## config.mk

```make
export PLATFORM = sky130hd
export DESIGN_NAME = psu_guard
export DESIGN_NICKNAME = d
export VERILOG_FILES = /design/src/rtl/psu_pkg.sv /design/src/rtl/psu_sync.sv /design/src/rtl/psu_rec_timer.sv /design/src/rtl/psu_ctrl.sv /design/src/rtl/psu_guard.sv
export SDC_FILE = /design/constraint.sdc
export NUM_CORES = 1
export LEC_CHECK = 0
export CAP_MARGIN = 40
export CORE_ASPECT_RATIO = 0.8
export CORE_MARGIN = 2
export CORE_UTILIZATION = 55
export DETAILED_ROUTE_END_ITERATION = 12
export PLACE_DENSITY = 0.76
export SLEW_MARGIN = 25
export SYNTH_ARGS = -nofsm -noshare
export SYNTH_HDL_FRONTEND = slang
export SYNTH_SLANG_ARGS = --single-unit
```

## constraint.sdc

```tcl
create_clock -name clk -period 2.05 [get_ports clk]
set_clock_uncertainty 0.15 [all_clocks]
set_input_delay 0.205 -clock clk [delete_from_list [all_inputs] [get_ports clk]]
set_output_delay 0.205 -clock clk [all_outputs]
set_load 0.02 [all_outputs]
```

## src/rtl/psu_pkg.sv

```systemverilog
package psu_pkg;

    typedef enum logic [2:0] {
        ST_FRESH   = 3'd0,
        ST_ACTIVE  = 3'd1,
        ST_PROTECT = 3'd2,
        ST_BACKUP  = 3'd3,
        ST_RECOVER = 3'd4
    } psu_state_e;

    typedef struct packed {
        psu_state_e st;
        logic       conn;
        logic       acc;
        logic       rstn;
        logic       sel;
    } psu_ctrl_t;

endpackage

```

## src/rtl/psu_sync.sv

```systemverilog
module psu_sync #(
    parameter int WIDTH  = 3,
    parameter int STAGES = 2
) (
    input  logic             clk,
    input  logic             rst_n,
    input  logic [WIDTH-1:0] din,
    output logic [WIDTH-1:0] dout
);

    logic [STAGES-1:0][WIDTH-1:0] pipe_d, pipe_q;

    genvar g;
    generate
        for (g = 0; g < STAGES; g++) begin : g_stage
            if (g == 0) begin : g_first
                always_comb pipe_d[g] = din;
            end else begin : g_next
                always_comb pipe_d[g] = pipe_q[g-1];
            end
        end
    endgenerate

    always_ff @(posedge clk or negedge rst_n) begin
        if (!rst_n) pipe_q <= '0;
        else        pipe_q <= pipe_d;
    end

    assign dout = pipe_q[STAGES-1];

endmodule

```

## src/rtl/psu_rec_timer.sv

```systemverilog
module psu_rec_timer #(
    parameter int REC_CYCLES = 1147
) (
    input  logic clk,
    input  logic rst_n,
    input  logic run,
    output logic done
);

    localparam int CNT_W = $clog2(REC_CYCLES + 1);
    localparam logic [CNT_W-1:0] LAST = CNT_W'(REC_CYCLES - 1);

    logic [CNT_W-1:0] cnt_d, cnt_q;

    always_comb begin
        cnt_d = '0;
        if (run) cnt_d = (cnt_q == LAST) ? cnt_q : cnt_q + 1'b1;
    end

    always_ff @(posedge clk or negedge rst_n) begin
        if (!rst_n) cnt_q <= '0;
        else        cnt_q <= cnt_d;
    end

    assign done = run && (cnt_q == LAST);

endmodule

```

## src/rtl/psu_ctrl.sv

```systemverilog
module psu_ctrl
    import psu_pkg::*;
(
    input  logic      clk,
    input  logic      rst_n,
    input  logic      wp_ok,
    input  logic      sw_ok,
    input  logic      wp_is_lower,
    input  logic      rec_done,
    output logic      in_recover,
    output psu_ctrl_t ctrl
);

    psu_ctrl_t ctrl_d, ctrl_q;
    logic      below_switch;
    psu_state_e powered_next;

    always_comb begin
        below_switch = wp_is_lower ? !wp_ok : !sw_ok;

        if (below_switch)                                 powered_next = ST_BACKUP;
        else if (!wp_ok)                                  powered_next = ST_PROTECT;
        else if (ctrl_q.st == ST_ACTIVE)                  powered_next = ST_ACTIVE;
        else if (ctrl_q.st == ST_RECOVER && rec_done)     powered_next = ST_ACTIVE;
        else                                              powered_next = ST_RECOVER;

        ctrl_d = ctrl_q;
        unique case (ctrl_q.st)
            ST_FRESH: begin
                if (wp_ok) begin
                    ctrl_d.st   = ST_RECOVER;
                    ctrl_d.conn = 1'b1;
                end
            end
            ST_ACTIVE, ST_PROTECT, ST_BACKUP, ST_RECOVER: ctrl_d.st = powered_next;
            default: ctrl_d.st = ST_PROTECT;
        endcase

        ctrl_d.acc  = (ctrl_d.st == ST_ACTIVE);
        ctrl_d.rstn = (ctrl_d.st == ST_ACTIVE);
        ctrl_d.sel  = (ctrl_d.st == ST_BACKUP) && ctrl_d.conn;
    end

    always_ff @(posedge clk or negedge rst_n) begin
        if (!rst_n) ctrl_q <= '{st: ST_FRESH, conn: 1'b0, acc: 1'b0, rstn: 1'b0, sel: 1'b0};
        else        ctrl_q <= ctrl_d;
    end

    assign in_recover = (ctrl_q.st == ST_RECOVER);
    assign ctrl       = ctrl_q;

endmodule

```

## src/rtl/psu_guard.sv

```systemverilog
module psu_guard
    import psu_pkg::*;
#(
    parameter int REC_CYCLES  = 1147,
    parameter int SYNC_STAGES = 2
) (
    input  logic clk,
    input  logic rst_n,
    input  logic vcc_above_wp,
    input  logic vcc_above_sw,
    input  logic vbat_above_wp,
    output logic access_en,
    output logic rst_out_n,
    output logic supply_sel,
    output logic bat_connected
);

    localparam int NUM_CMP = 3;

    logic [NUM_CMP-1:0] cmp_s;
    logic               wp_s, sw_s, lower_s;
    logic               rec_run, rec_done;
    psu_ctrl_t          ctrl;

    psu_sync #(.WIDTH(NUM_CMP), .STAGES(SYNC_STAGES)) u_sync (
        .clk   (clk),
        .rst_n (rst_n),
        .din   ({vbat_above_wp, vcc_above_sw, vcc_above_wp}),
        .dout  (cmp_s)
    );

    assign wp_s    = cmp_s[0];
    assign sw_s    = cmp_s[1];
    assign lower_s = cmp_s[2];

    psu_rec_timer #(.REC_CYCLES(REC_CYCLES)) u_timer (
        .clk   (clk),
        .rst_n (rst_n),
        .run   (rec_run),
        .done  (rec_done)
    );

    psu_ctrl u_ctrl (
        .clk         (clk),
        .rst_n       (rst_n),
        .wp_ok       (wp_s),
        .sw_ok       (sw_s),
        .wp_is_lower (lower_s),
        .rec_done    (rec_done),
        .in_recover  (rec_run),
        .ctrl        (ctrl)
    );

    assign access_en     = ctrl.acc;
    assign rst_out_n     = ctrl.rstn;
    assign supply_sel    = ctrl.sel;
    assign bat_connected = ctrl.conn;

endmodule

```

# Word level (Yosys, flattened, before mapping)
# Cells that the tools add are included.
# totals
inputBits	5
wordCells	33
register_bits	23
out_inout_bits	4
# op_classes
add_sub_neg	1
eq_ne	8
reduce_logical	7
muxes	10
# ops
op	n
2-to-1 mux 11 bit	2
2-to-1 mux 3 bit	4
adder 11 x 1 -> 11 bit, second input constant	1
== test 11 bit, second input constant	1
== test 3 x 2 -> 1 bit, second input constant	3
== test 3 x 1 -> 1 bit, second input constant	2
case mux 3 bit (2 select lines)	1
2-to-1 mux 4 bit	1
OR reduction 4 bit	1
== test 3 bit, second input constant	1
logical AND 1 bit	3
zero test 3 bit	1
zero test 1 bit	2
2-to-1 mux 1 bit	2
!= test 2 bit, second input constant	1

# Longest topological paths before layout
# Gate-level depths: netlist of the first run.
# depth
depth_word	10
depth_mapped	5
ltp_nobuf	5

# By module
# Synthesis of the first run repeated with hierarchy kept, for this count alone.
# hier_totals
hier_cells	94
area_unflattened_um2	1047.3
# modules_own_cells
module	seq_area_each_um2	instances	cells_each	area_per_inst_um2
psu_rec_timer	275.3	1	59	571.8
psu_ctrl	150.1	1	29	325.3
psu_sync	150.1	1	6	150.1

# Worst setup path before layout of the first run
# No wires, ideal clock.
# synth_path
path_type	flip-flop to flip-flop
start	register u_timer.cnt_q[1]
end	register u_timer.cnt_q[10]
required_ns	1.821
stages_incl_launch_ff	5
path_buffers	0
arrival_ns	1.309
period_less_slack_ns	1.538
setup_time_ns	0.079
slack_ns	0.512
cell_sequence	dfrtp_1 ha_1 nand3_2 or4_1 a21oi_1
# synth_between
elab_chain_cells	3
word_cells_on_any_way	5
classes_between	1 x add/sub; 2 x eq/ne; 2 x mux
# synth_lines
element	line_no	rtl
from (decl)	psu_rec_timer.sv:13	logic [CNT_W-1:0] cnt_d, cnt_q;
from (signal assigned)	psu_rec_timer.sv:22	else cnt_q <= cnt_d;
adder 11 x 1 -> 11 bit	psu_rec_timer.sv:17	if (run) cnt_d = (cnt_q == LAST) ? cnt_q : cnt_q + 1'b1;
2-to-1 mux 11 bit (2 in a row)	psu_rec_timer.sv:17	
# Parallel ways exist; a longest one is shown, timed or not. The select of a mux whose other input is x is not followed.
# A chain may end at the register's enable or synchronous reset.

# Worst setup path after layout of the first run
# layout_path
start	register u_timer.cnt_q[0]
end	register u_timer.cnt_q[1]
# Same word-level chain as after synthesis.

==> results.txt, run 1 <==
The adder and majority gate portion of the synthesized area came out at 0.03345. The CTS sink count came out at 23. The number of clock buffers inserted by TritonCTS is 3.

For this block, the via count after detailed routing is 794. After detailed routing, the number of vias per cell comes to 6.015. At the pin with the least slew margin, the transition time is 478.9 ps. The final-report setup violation count is 0.

The share of the Yosys chip area taken by registers is 0.5496. The worst hold path belongs to the class in2async. The number of register bits inferred by synthesis came out at 23. By instance count, the leading cell after synthesis is dfrtp_1.

The number of diodes added for antenna fixing is 0. The die is 43.03 um tall. The highest net fanout along the worst path is 5. The buffer levels on the longest clock path is 2. The number of hold buffers added after cts is 0. The power per cell area is 860.0 nW/um^2. Max-cap violations in this run came to 0. The flow ran to the end, and the final reports show no timing, DRC or antenna violations. The commonest cells after synthesis are 23 x dfrtp_1, 8 x a21oi_1, 6 x o21ai_0. 9 I/O pins were placed. The final cell utilization of the core came out at 0.6456. The share of final-layout standard cells stronger than drive strength 1 is 0.07407. The number of cell instances on the worst register-to-register path came out at 5. Dividing the synthesized area by the synthesized cell count gives 10.91 sq um. The static power due to leakage is 0.4427 nW. The via count of the first global-routing pass was 768. The max-slew violation total from the final report came out at 0. The final net count is 116. The count of standard-cell rows is 14. Fill cells in the final layout number 153. The synthesis-to-layout area growth came out at 13.38%.

The internal reg-to-reg setup slack came out at 290 ps. After synthesis, the cell types taking the most area are dfrtp_1 55%, a21oi_1 3.8%, o21ai_0 2.9%. The startpoint identified for the worst register-to-register timing path is u_timer.cnt_q[0]$_DFFE_PN0P_. The cell area after placement came out at 1157 sq um. From left edge to right edge, the die measures 52.79 um.

The number of H-tree branching levels is 1. The total detailed-routing wirelength is 1922 um. Dividing the final minimum period by the clock period gives 0.8573. The number of buffers inserted to repair setup after CTS is 0. The xor/xnor share of the synthesized area is 0.02509. The synthesized-area fraction occupied by ao, oa, aoi and oai cells came to 0.1553. Once detail routing completed, the nets flagged for antenna violations numbered 0.

The area of combinational cells with multiple inputs is 452.9 sq um. The floorplan die area came out at 2271 sq um. The wire length of the first global-routing pass is 3374 um. For this run, the leading register cell type out of synthesis is dfrtp_1.

The net count of the mapped netlist came out at 103. STA classifies the critical path endpoint as a flip-flop. The cell count after synthesis came out at 96. The sequential standard cell area came out at 575.6 sq um. The share of the synthesized area in the top cell type is 0.5496. The starting density of the core came out at 0.5694. The critical path class is reg2reg. The overall power after layout is 1.021 mW. The weighted congestion reported at the end of routability-driven placement is 0.8802. The count of buffers added on input and output ports is 8.

Walking the worst path, the cells encountered are inv_1, ha_1, nor4bb_1, nand3_1, a21oi_1. The total standard cell area after synthesis is 1047 sq um. The sort of element at the start of the critical path is a flip-flop. The number of synthesized flops with an enable pin came out at 0. The highest attainable clock frequency came out at 0.5690 GHz. The total negative slack for setup checks came out at 0 ps. The starting DRC count in detailed routing came out at 21. The root buffer cell chosen for the clock tree is clkbuf_4.

Leaving out filler cells and counting taps, the final layout contains 132. The async set or reset register ratio after synthesis is 1.000. The core region area is 1839 sq um.

The first detailed-routing pass ran for 4 iterations. The dominant cell type by area after synthesis is dfrtp_1. The data arrival time of the critical path is 1850 ps. In this run the critical register-to-register path is captured at u_timer.cnt_q[1]$_DFFE_PN0P_.

For this run, the total global-route usage over all layers was measured as 0.2100. Broken down by cell family, the worst path's largest delay share belongs to simple AND/OR/NAND/NOR gates. The highest cell delay on the worst timing path is 450 ps. The final critical path time including I/O delays and setup came out at 1757 ps. TritonCTS built the clock tree.

Yosys mapped the design onto 36 distinct sky130hd cell types. After synthesis, the largest family of logic cells by area is simple AND/OR/NAND/NOR gates. The post-synthesis share of cell area spent on and, or, nand and nor gates came out at 0.2186. Detailed placement ended at an HPWL of 1385 um.

After detailed routing, the average wire length per cell comes to 14.56 um. The CTS clock-pin slew for the worst setup and hold paths is 130 ps. The number of placed instances, taps included is 128. The count of synthesis-stage warnings from yosys is 0. The total count of hold-check failures in the final report was 0. STA puts the critical path data required time at 2150 ps. On the critical path, the stage with the largest delay is an instance of nor4bb_1. The worst-case IR drop observed on VDD is 0.0008086 V. The remaining routing DRC violations came out at 0. The initial antenna violation count is 0. The total overflow reported by the global router is 0.

The maximum number of pins on one net before global-route repair came out at 24. Setup repair after global routing left no endpoint under its margin. Once layout is done, the placed cells without fillers occupy 1187 sq um. The number of cells upsized or downsized after cts is 0. The relative slew slack is 0.6774.

The buffers plus inverters on the worst setup path is 1. The multiplexer area fraction after synthesis is 0. The clock latency on the worst-skew pair came out at 320 ps.
-- state kept, by name (all words and copies together), names as in the netlist --
name	cells
u_ctrl.ctrl	6
u_sync.dout	3
u_sync.pipe_d	3
u_timer.cnt_q	11
-- routing by layer --
layer  up-vias  GRT usage  routed length [um]
li1        392          -                   -
met4         0    0.06154                  20
met1       384     0.3014                1002
met5         -          0                   0
met2        16     0.3000                 827
met3         2    0.07394                  72
-- cell usage in the layout (no fill, tap or decap), types with 2 or more instances in the layout --
cell type        instances
o31ai_1                  4
nor2_1                   4
nand4_1                  2
nand3_1                  4
nor2b_1                  3
a21oi_1                  8
inv_1                    3
nor3_1                   4
ha_1                     2
nor3b_1                  2
o21ai_0                  6
clkdlybuf4s50_1          8
clkbuf_4                 3
xnor2_1                  2
nand2_1                  3
or4_1                    3
dfrtp_1                 23
or3_1                    3
-- where the power goes --
group / switching, mW / internal (mW) / total, mW
sequential: 0.0655 / 0.507 / 0.572
clock: 0.142 / 0.0746 / 0.217
combinational: 0.123 / 0.108 / 0.232
-- per-stage QoR --
stage | hold WS (ps) | worst slack, ps
final | 72.71 | 292.5
after global routing | 98.04 | 99.88
after CTS | 75.13 | 312.6
after detailed placement | 186.4 | 345.9
after global placement | 181.9 | 337.5
after floorplan | -240.6 | 511.6
-- logic make-up (layout without fill, tap and decap cells) --
| family | count (synthesis) | count (layout) |
|---|---|---|
| adders and majority gates | 3 | 3 |
| xor gates and xnor gates | 3 | 3 |
| DFF | 23 | 23 |
| buffers and inverters | 4 | 16 |
| and+or+nand+nor | 37 | 37 |
| AOI/OAI and AO/OA | 26 | 26 |
-- layout make-up --
| class | count | share of cell area |
|---|---|---|
| Sequential cell | 23 | 0.4847 |
| Timing Repair Buffer | 9 | 0.07376 |
| Clock inverter | 1 | 0.006322 |
| Tap cell | 24 | 0.02529 |
| Clock buffer | 3 | 0.01897 |
| Inverter | 3 | 0.009484 |
| Multi-Input combinational cell | 69 | 0.3815 |
-- worst max-delay path by stage --
stage	end	cells after the start	start	slack, ps
floorplan	u_timer.cnt_q[10]$_DFFE_PN0P_	4	u_timer.cnt_q[1]$_DFFE_PN0P_	510
global placement	u_timer.cnt_q[1]$_DFFE_PN0P_	5	u_timer.cnt_q[0]$_DFFE_PN0P_	340
detailed placement	u_timer.cnt_q[1]$_DFFE_PN0P_	5	u_timer.cnt_q[0]$_DFFE_PN0P_	350
CTS	u_timer.cnt_q[1]$_DFFE_PN0P_	5	u_timer.cnt_q[0]$_DFFE_PN0P_	310
global route	u_ctrl.ctrl[4]$_DFF_PN0_	5	u_timer.cnt_q[0]$_DFFE_PN0P_	100
finish	u_timer.cnt_q[1]$_DFFE_PN0P_	5	u_timer.cnt_q[0]$_DFFE_PN0P_	290
Note: power is estimated with default switching activity, not from simulation.
==> inputs of run 2 (changes only) <==
SETUP_SLACK_MARGIN = 0.4   (was unset)
==> results.txt, run 2 (synthesis results as in run 1) <==
The flow ran to the end, and the final reports show no timing, DRC or antenna violations. The remaining routing DRC violations is 0. Measured along the x axis, the die boundary spans 52.79 um. The total overflow left after global routing is 0.

The clock latency on the worst-skew pair came out at 320 ps. The wire-length estimate of the detail-placed layout is 1385 um. The number of nets with antenna violations after routing came out at 0. The maximum number of pins on one net before global-route repair came out at 24.

The total detailed-routing wirelength came out at 2133 um. The number of diodes added for antenna fixing came out at 0. The relative contribution of the clock network to total power came out at 0.208. Once routing completed, OpenROAD measured the worst setup slack at 411.5 ps. The number of maximum-capacitance constraint violations is 0. Of the cells placed in the final design, the portion with a size suffix greater than 1 is 0.1842. The routed wire length on met3 came out at 138 um. The core region area came out at 1839 sq um.

The max-slew violation total from the final report came out at 0. The highest attainable clock frequency came out at 0.6103 GHz. The sequential standard cell area is 579.3 sq um.

The relative slew slack came out at 0.6759. The switching share of power is 0.3275. The CTS clock-pin slew for the worst setup and hold paths is 130 ps.

The largest individual stage delay along the critical path comes from the cell or4_1. The highest net fanout along the worst path came out at 7. The register with the most flip-flops in the layout has 11 of them. STA classifies the critical path endpoint as a flip-flop.

Pin placement for this block handled 9 I/O pins. The routed metal-1 wire length came out at 995 um. The power per cell area came out at 809.6 nW/um^2.

The number of H-tree branching levels came out at 1. The count of standard-cell rows is 14. The per-cell via count in the routed design is 6.196. The portion of total power attributed to combinational logic came out at 0.241. The number of input and output port buffers inserted is 8. The worst-case IR drop observed on VDD is 0.0008068 V. The min-delay analysis places its worst path in the category in2async. Leaving out fill and tap cells, the most frequent cells in the layout are 20 x dfrtp_1, 8 x a21oi_1, 7 x buf_4. The detailed router used layers up to and including met4. For this run, the total global-route usage over all layers was measured as 0.2115. STA puts the critical path data required time at 2140 ps. The initial antenna violation count came to 0. The sort of element at the start of the critical path is a flip-flop.

Setup violations remaining at the end of the flow were counted as 0. The highest cell delay on the worst timing path is 470 ps. The buffer levels on the longest clock path came out at 2. In this run the clock root is driven by a clkbuf_4. The height of the die is 43.03 um.

The final net count is 122. Fill cells in the final layout number 136. The detailed-route via count is 855.

The analysis attributes to net switching a power of 0.3400 mW. The CTS sink count came out at 23. The number of clock buffers inserted by TritonCTS came out at 3. The data arrival time of the critical path came out at 1730 ps. The total negative slack for setup checks is 0 ps. The routed design uses 961 um of met2 wire. The static power due to leakage is 0.5162 nW.

The weighted congestion reported at the end of routability-driven placement came out at 0.8802. At the pin with the least slew margin, the transition time is 481.1 ps. The signal on the critical path passes through ha_2, nand3_4, or4_1, a21oi_1.

Setup repair after global routing could not meet its margin everywhere. The multi-input combinational cells in the finished layout cover a total of 493.0 sq um. After detailed routing, the average wire length per cell comes to 15.46 um.

The first routing iteration left 14 violations. The internal cell power is 0.6982 mW. The sequential share of power came out at 0.551.

The final cell utilization of the core is 0.6973. The most common library cell in the layout ignoring fill and taps is dfrtp_1. The CTS tree is yes. The starting density of the core is 0.5694. The final critical path time including I/O delays and setup came out at 1638 ps. The via count of the first global-routing pass was 790. The register with the most flip-flops in the final layout is u_timer.cnt_q. The synthesis-to-layout area growth is 22.46%. The final critical-path share of the clock period is 0.7993. The critical path class is reg2reg. OpenSTA, run right after detailed placement, puts the worst setup slack at 345.9 ps. The length of the first detailed-routing pass in iterations came out at 4. The total count of hold-check failures in the final report is 0. The die covers 2271 sq um. The wire length of the first global-routing pass is 3408 um.
-- run 2: changes by cell type in the layout (fill, tap and decap cells not counted), sizes merged --
cell           previous run  this run
buf                       1         7
clkdlybuf4s50             8         4
dlygate4sd2               0         1
dlymetal6s2s              0         3
-- run 2: timing repair --
item / 4_1_cts / 5_1_grt
pin swaps: 0 / 4
setup endpoints to repair: 6 / 12
gates resized for setup: 3 / 11
hold buffers: 0 / 0
setup buffers: 2 / 4
-- run 2: area by class of cell --
class | instances | area share
Multi-Input combinational cell | 69 | 0.3844
Sequential cell | 23 | 0.4517
Clock inverter | 1 | 0.005854
Timing Repair Buffer | 15 | 0.1083
Clock buffer | 3 | 0.01756
Tap cell | 24 | 0.02341
Inverter | 3 | 0.008780
-- run 2: power groups by stage --
stage	Combinational (mW)	Clock [mW]	Sequential, mW
after floorplan	0.146	0	0.580
after global placement	0.229	0	0.579
after detailed placement	0.234	0	0.582
after CTS	0.246	0.224	0.571
after global routing	0.279	0.239	0.582
final	0.250	0.216	0.572
-- run 2: critical path, delay by kind of cell (launching register included) --
family | cells | cell delay, ps
adder cells (fa/ha/maj) | 1 | 240
AO/OA/AOI/OAI | 1 | 170
AND/OR/NAND/NOR | 2 | 580
flip-flops | 1 | 420
-- run 2: path summary, 6_finish.rpt --
check	start	endpoint	slack, ps	cells after the start
min in group clk	vcc_above_sw	u_sync.pipe_d[4]$_DFF_PN0_	160	1
worst min-delay path	rst_n	u_timer.cnt_q[6]$_DFFE_PN0P_	70	2
max in group asynchronous	rst_n	u_timer.cnt_q[2]$_DFFE_PN0P_	1430	2
worst min register to register	u_sync.pipe_d[4]$_DFF_PN0_	u_sync.dout[1]$_DFF_PN0_	210	0
worst max register to register	u_timer.cnt_q[0]$_DFFE_PN0P_	u_timer.cnt_q[10]$_DFFE_PN0P_	410	4
worst max-delay path	u_timer.cnt_q[0]$_DFFE_PN0P_	u_timer.cnt_q[10]$_DFFE_PN0P_	410	4
-- run 2: per-layer routing --
| metal | vias up | global-route usage |
|---|---|---|
| li1 | 409 | - |
| met1 | 410 | 0.2967 |
| met2 | 32 | 0.3100 |
| met3 | 4 | 0.07394 |
| met4 | 0 | 0.06154 |
| met5 | - | 0 |
-- run 2: per-stage QoR --
step           cell area [sq um]  power (mW)  std cells  hold WS [ps]
5_1_grt                     1282       1.101        138         98.12
6_report                    1282       1.038        138         74.27
3_5_place_dp                1157      0.8162        128         186.4
4_1_cts                     1210       1.041        134         75.13
3_3_place_gp                1157      0.8078        128         181.9
2_1_floorplan               1047      0.7262         96        -240.6
==> inputs of run 3 (changes only) <==
clock period = 1.7 ns   (was 2.05 ns; I/O delays follow)
==> results.txt, run 3 (synthesis results as in run 1) <==
The cell area after placement came out at 1205 sq um. The register with the most flip-flops is u_timer.cnt_q. STA classifies the critical path endpoint as a flip-flop. The area of all placed cells without fillers came out at 1438 sq um. The number of diodes added for antenna fixing is 0. The maximum vdd ir drop came out at 0.0009327 V. The worst hold path belongs to the class in2async. The via count of the first global-routing pass is 847. The die covers 2271 sq um. The total count of hold-check failures in the final report is 0.

The remaining routing DRC violations is 0. The total negative slack for setup checks is 0 ps. The number of maximum-capacitance constraint violations is 0. Setup repair after global routing could not meet its margin everywhere. The static power due to leakage came out at 0.5184 nW.

In this design, the largest share of critical-path delay is due to flip-flops. The max-slew violation total from the final report came out at 0. The relative slew slack is 0.6579. In the final layout, the share of cells above drive strength 1 is 0.4754. In the layout the commonest cells are 14 x dfrtp_1, 12 x buf_4, 9 x dfrtp_2. Data on the critical path arrives at its endpoint at 1670 ps.

The count of standard-cell rows is 14. The number of fill cells in the layout is 98. The detailed-route via count came out at 927. The mean routed wirelength per cell is 18.64 um. The number of hold buffers added after cts came out at 0. The CTS sink count came out at 23.

The number of input and output port buffers inserted is 8. The most common library cell in the layout ignoring fill and taps is dfrtp_1. The final net count came out at 130. The highest net fanout along the worst path is 4. The total overflow reported by the global router came out at 0. STA classifies the critical path startpoint as a flip-flop. The maximum number of pins on one net before global-route repair is 24.

The starting density of the core came out at 0.5694. The clock latency on the worst-skew pair came out at 330 ps. The number of clock buffers inserted by TritonCTS is 3.

The sequential standard cell area is 586.8 sq um. The number of H-tree branching levels is 1. The synthesis-to-layout area growth came out at 37.28%.

The clock root buffer is clkbuf_4. The required arrival time at the worst endpoint is 1750 ps. The die width is 52.79 um. The number of flip-flops in the largest register is 11.

For this run, the total global-route usage over all layers was measured as 0.2545. The count of nets left with antenna violations once routing finished came out at 0. The highest cell delay on the worst timing path is 460 ps. The post-DP HPWL came out at 1396 um. The critical path class is reg2reg. The total detailed-routing wirelength is 2721 um.

The congestion estimate from routability-driven global placement came to 0.9020. For this design, the slowest cell found on the critical path is dfrtp_2. The signal on the critical path passes through or3b_4, o41ai_2, a21oi_1. In the finished design, the share of the clock period the worst path needs comes to 0.9527. The core region area came out at 1839 sq um. TritonCTS built the clock tree.

The buffers plus inverters on the worst setup path is 0. The power per cell area came out at 976.5 nW/um^2. The length of the first detailed-routing pass in iterations came out at 4. The CTS clock-pin slew for the worst setup and hold paths came out at 130 ps. The per-cell via count in the routed design is 6.349. The initial antenna violation count is 0.

For the pin with the worst max-slew slack, the measured transition is 512.1 ps. The wire length of the first global-routing pass came out at 4077 um. The buffer levels on the longest clock path came out at 2. The first routing iteration left 39 violations. The smallest clock period supported by the final layout is computed as 1620 ps. During I/O placement, the number of pins put on the boundary was 9. The area of combinational cells with multiple inputs came out at 589.3 sq um. The flow ran to the end, and the final reports show no timing, DRC or antenna violations. In this run the vertical extent of the chip is 43.03 um. The highest attainable clock frequency is 0.6175 GHz. The final-report setup violation count came out at 0.
[run 3: cell count changes in the layout (fill, tap and decap cells not counted), moves of 3 or more]
cell / previous run / this run
buf_6: 0 / 3
a21oi_2: 0 / 5
dlymetal6s2s_1: 3 / 0
a21oi_1: 8 / 3
dfrtp_1: 20 / 14
dfrtp_2: 3 / 9
buf_4: 7 / 12
or3_4: 0 / 3
[run 3: layout make-up]
| cell class | instances | area share |
|---|---|---|
| inverter | 3 | 0.007833 |
| tap | 24 | 0.02089 |
| multi-input combinational | 69 | 0.4099 |
| clock buffer | 3 | 0.01567 |
| clock inverter | 1 | 0.005222 |
| timing repair buffer | 23 | 0.1323 |
| sequential | 23 | 0.4082 |
[run 3: layer usage]
metal  share of wire  track usage  wire [um]
met4           0.012      0.07692         33
met2            0.45       0.3600       1212
met5               0            0          0
met1            0.46       0.3671       1252
met3           0.082      0.09155        223
[run 3: path summary, 6_finish.rpt]
path | startpoint | endpoint | slack (ps) | depth (start not counted)
min reg2reg | u_sync.pipe_d[3]$_DFF_PN0_ | u_sync.dout[0]$_DFF_PN0_ | 210 | 0
max | u_timer.cnt_q[7]$_DFFE_PN0P_ | u_timer.cnt_q[1]$_DFFE_PN0P_ | 80 | 3
min | rst_n | u_ctrl.ctrl[6]$_DFF_PN0_ | 20 | 2
min in group clk | vcc_above_sw | u_sync.pipe_d[4]$_DFF_PN0_ | 130 | 1
max in group asynchronous | rst_n | u_timer.cnt_q[1]$_DFFE_PN0P_ | 1130 | 2
max reg2reg | u_timer.cnt_q[7]$_DFFE_PN0P_ | u_timer.cnt_q[1]$_DFFE_PN0P_ | 80 | 3
[run 3: report_power, final]
part           internal, mW  switching, mW  leakage, nW
Combinational         0.196          0.212        0.223
Sequential            0.617          0.114        0.281
Clock                0.0903          0.174       0.0139
[run 3: what timing repair did]
action,CTS,global route
setup endpoints to repair,19,18
buffers inserted,9,5
hold endpoints to repair,0,0
resized for setup,30,18
pin swaps,10,9
[run 3: stage by stage]
step	setup slack (ps)	power [mW]	hold WS, ps	cells	util
final	80.45	1.404	17.22	146	0.7816
after global placement	156.8	0.9801	183.3	128	0.6551
after global routing	61.41	1.474	61.37	146	0.7816
after floorplan	250.4	0.8816	-275.6	96	-
after detailed placement	105.4	0.9899	185.5	128	0.6551
after CTS	159.2	1.309	36.93	141	0.7517
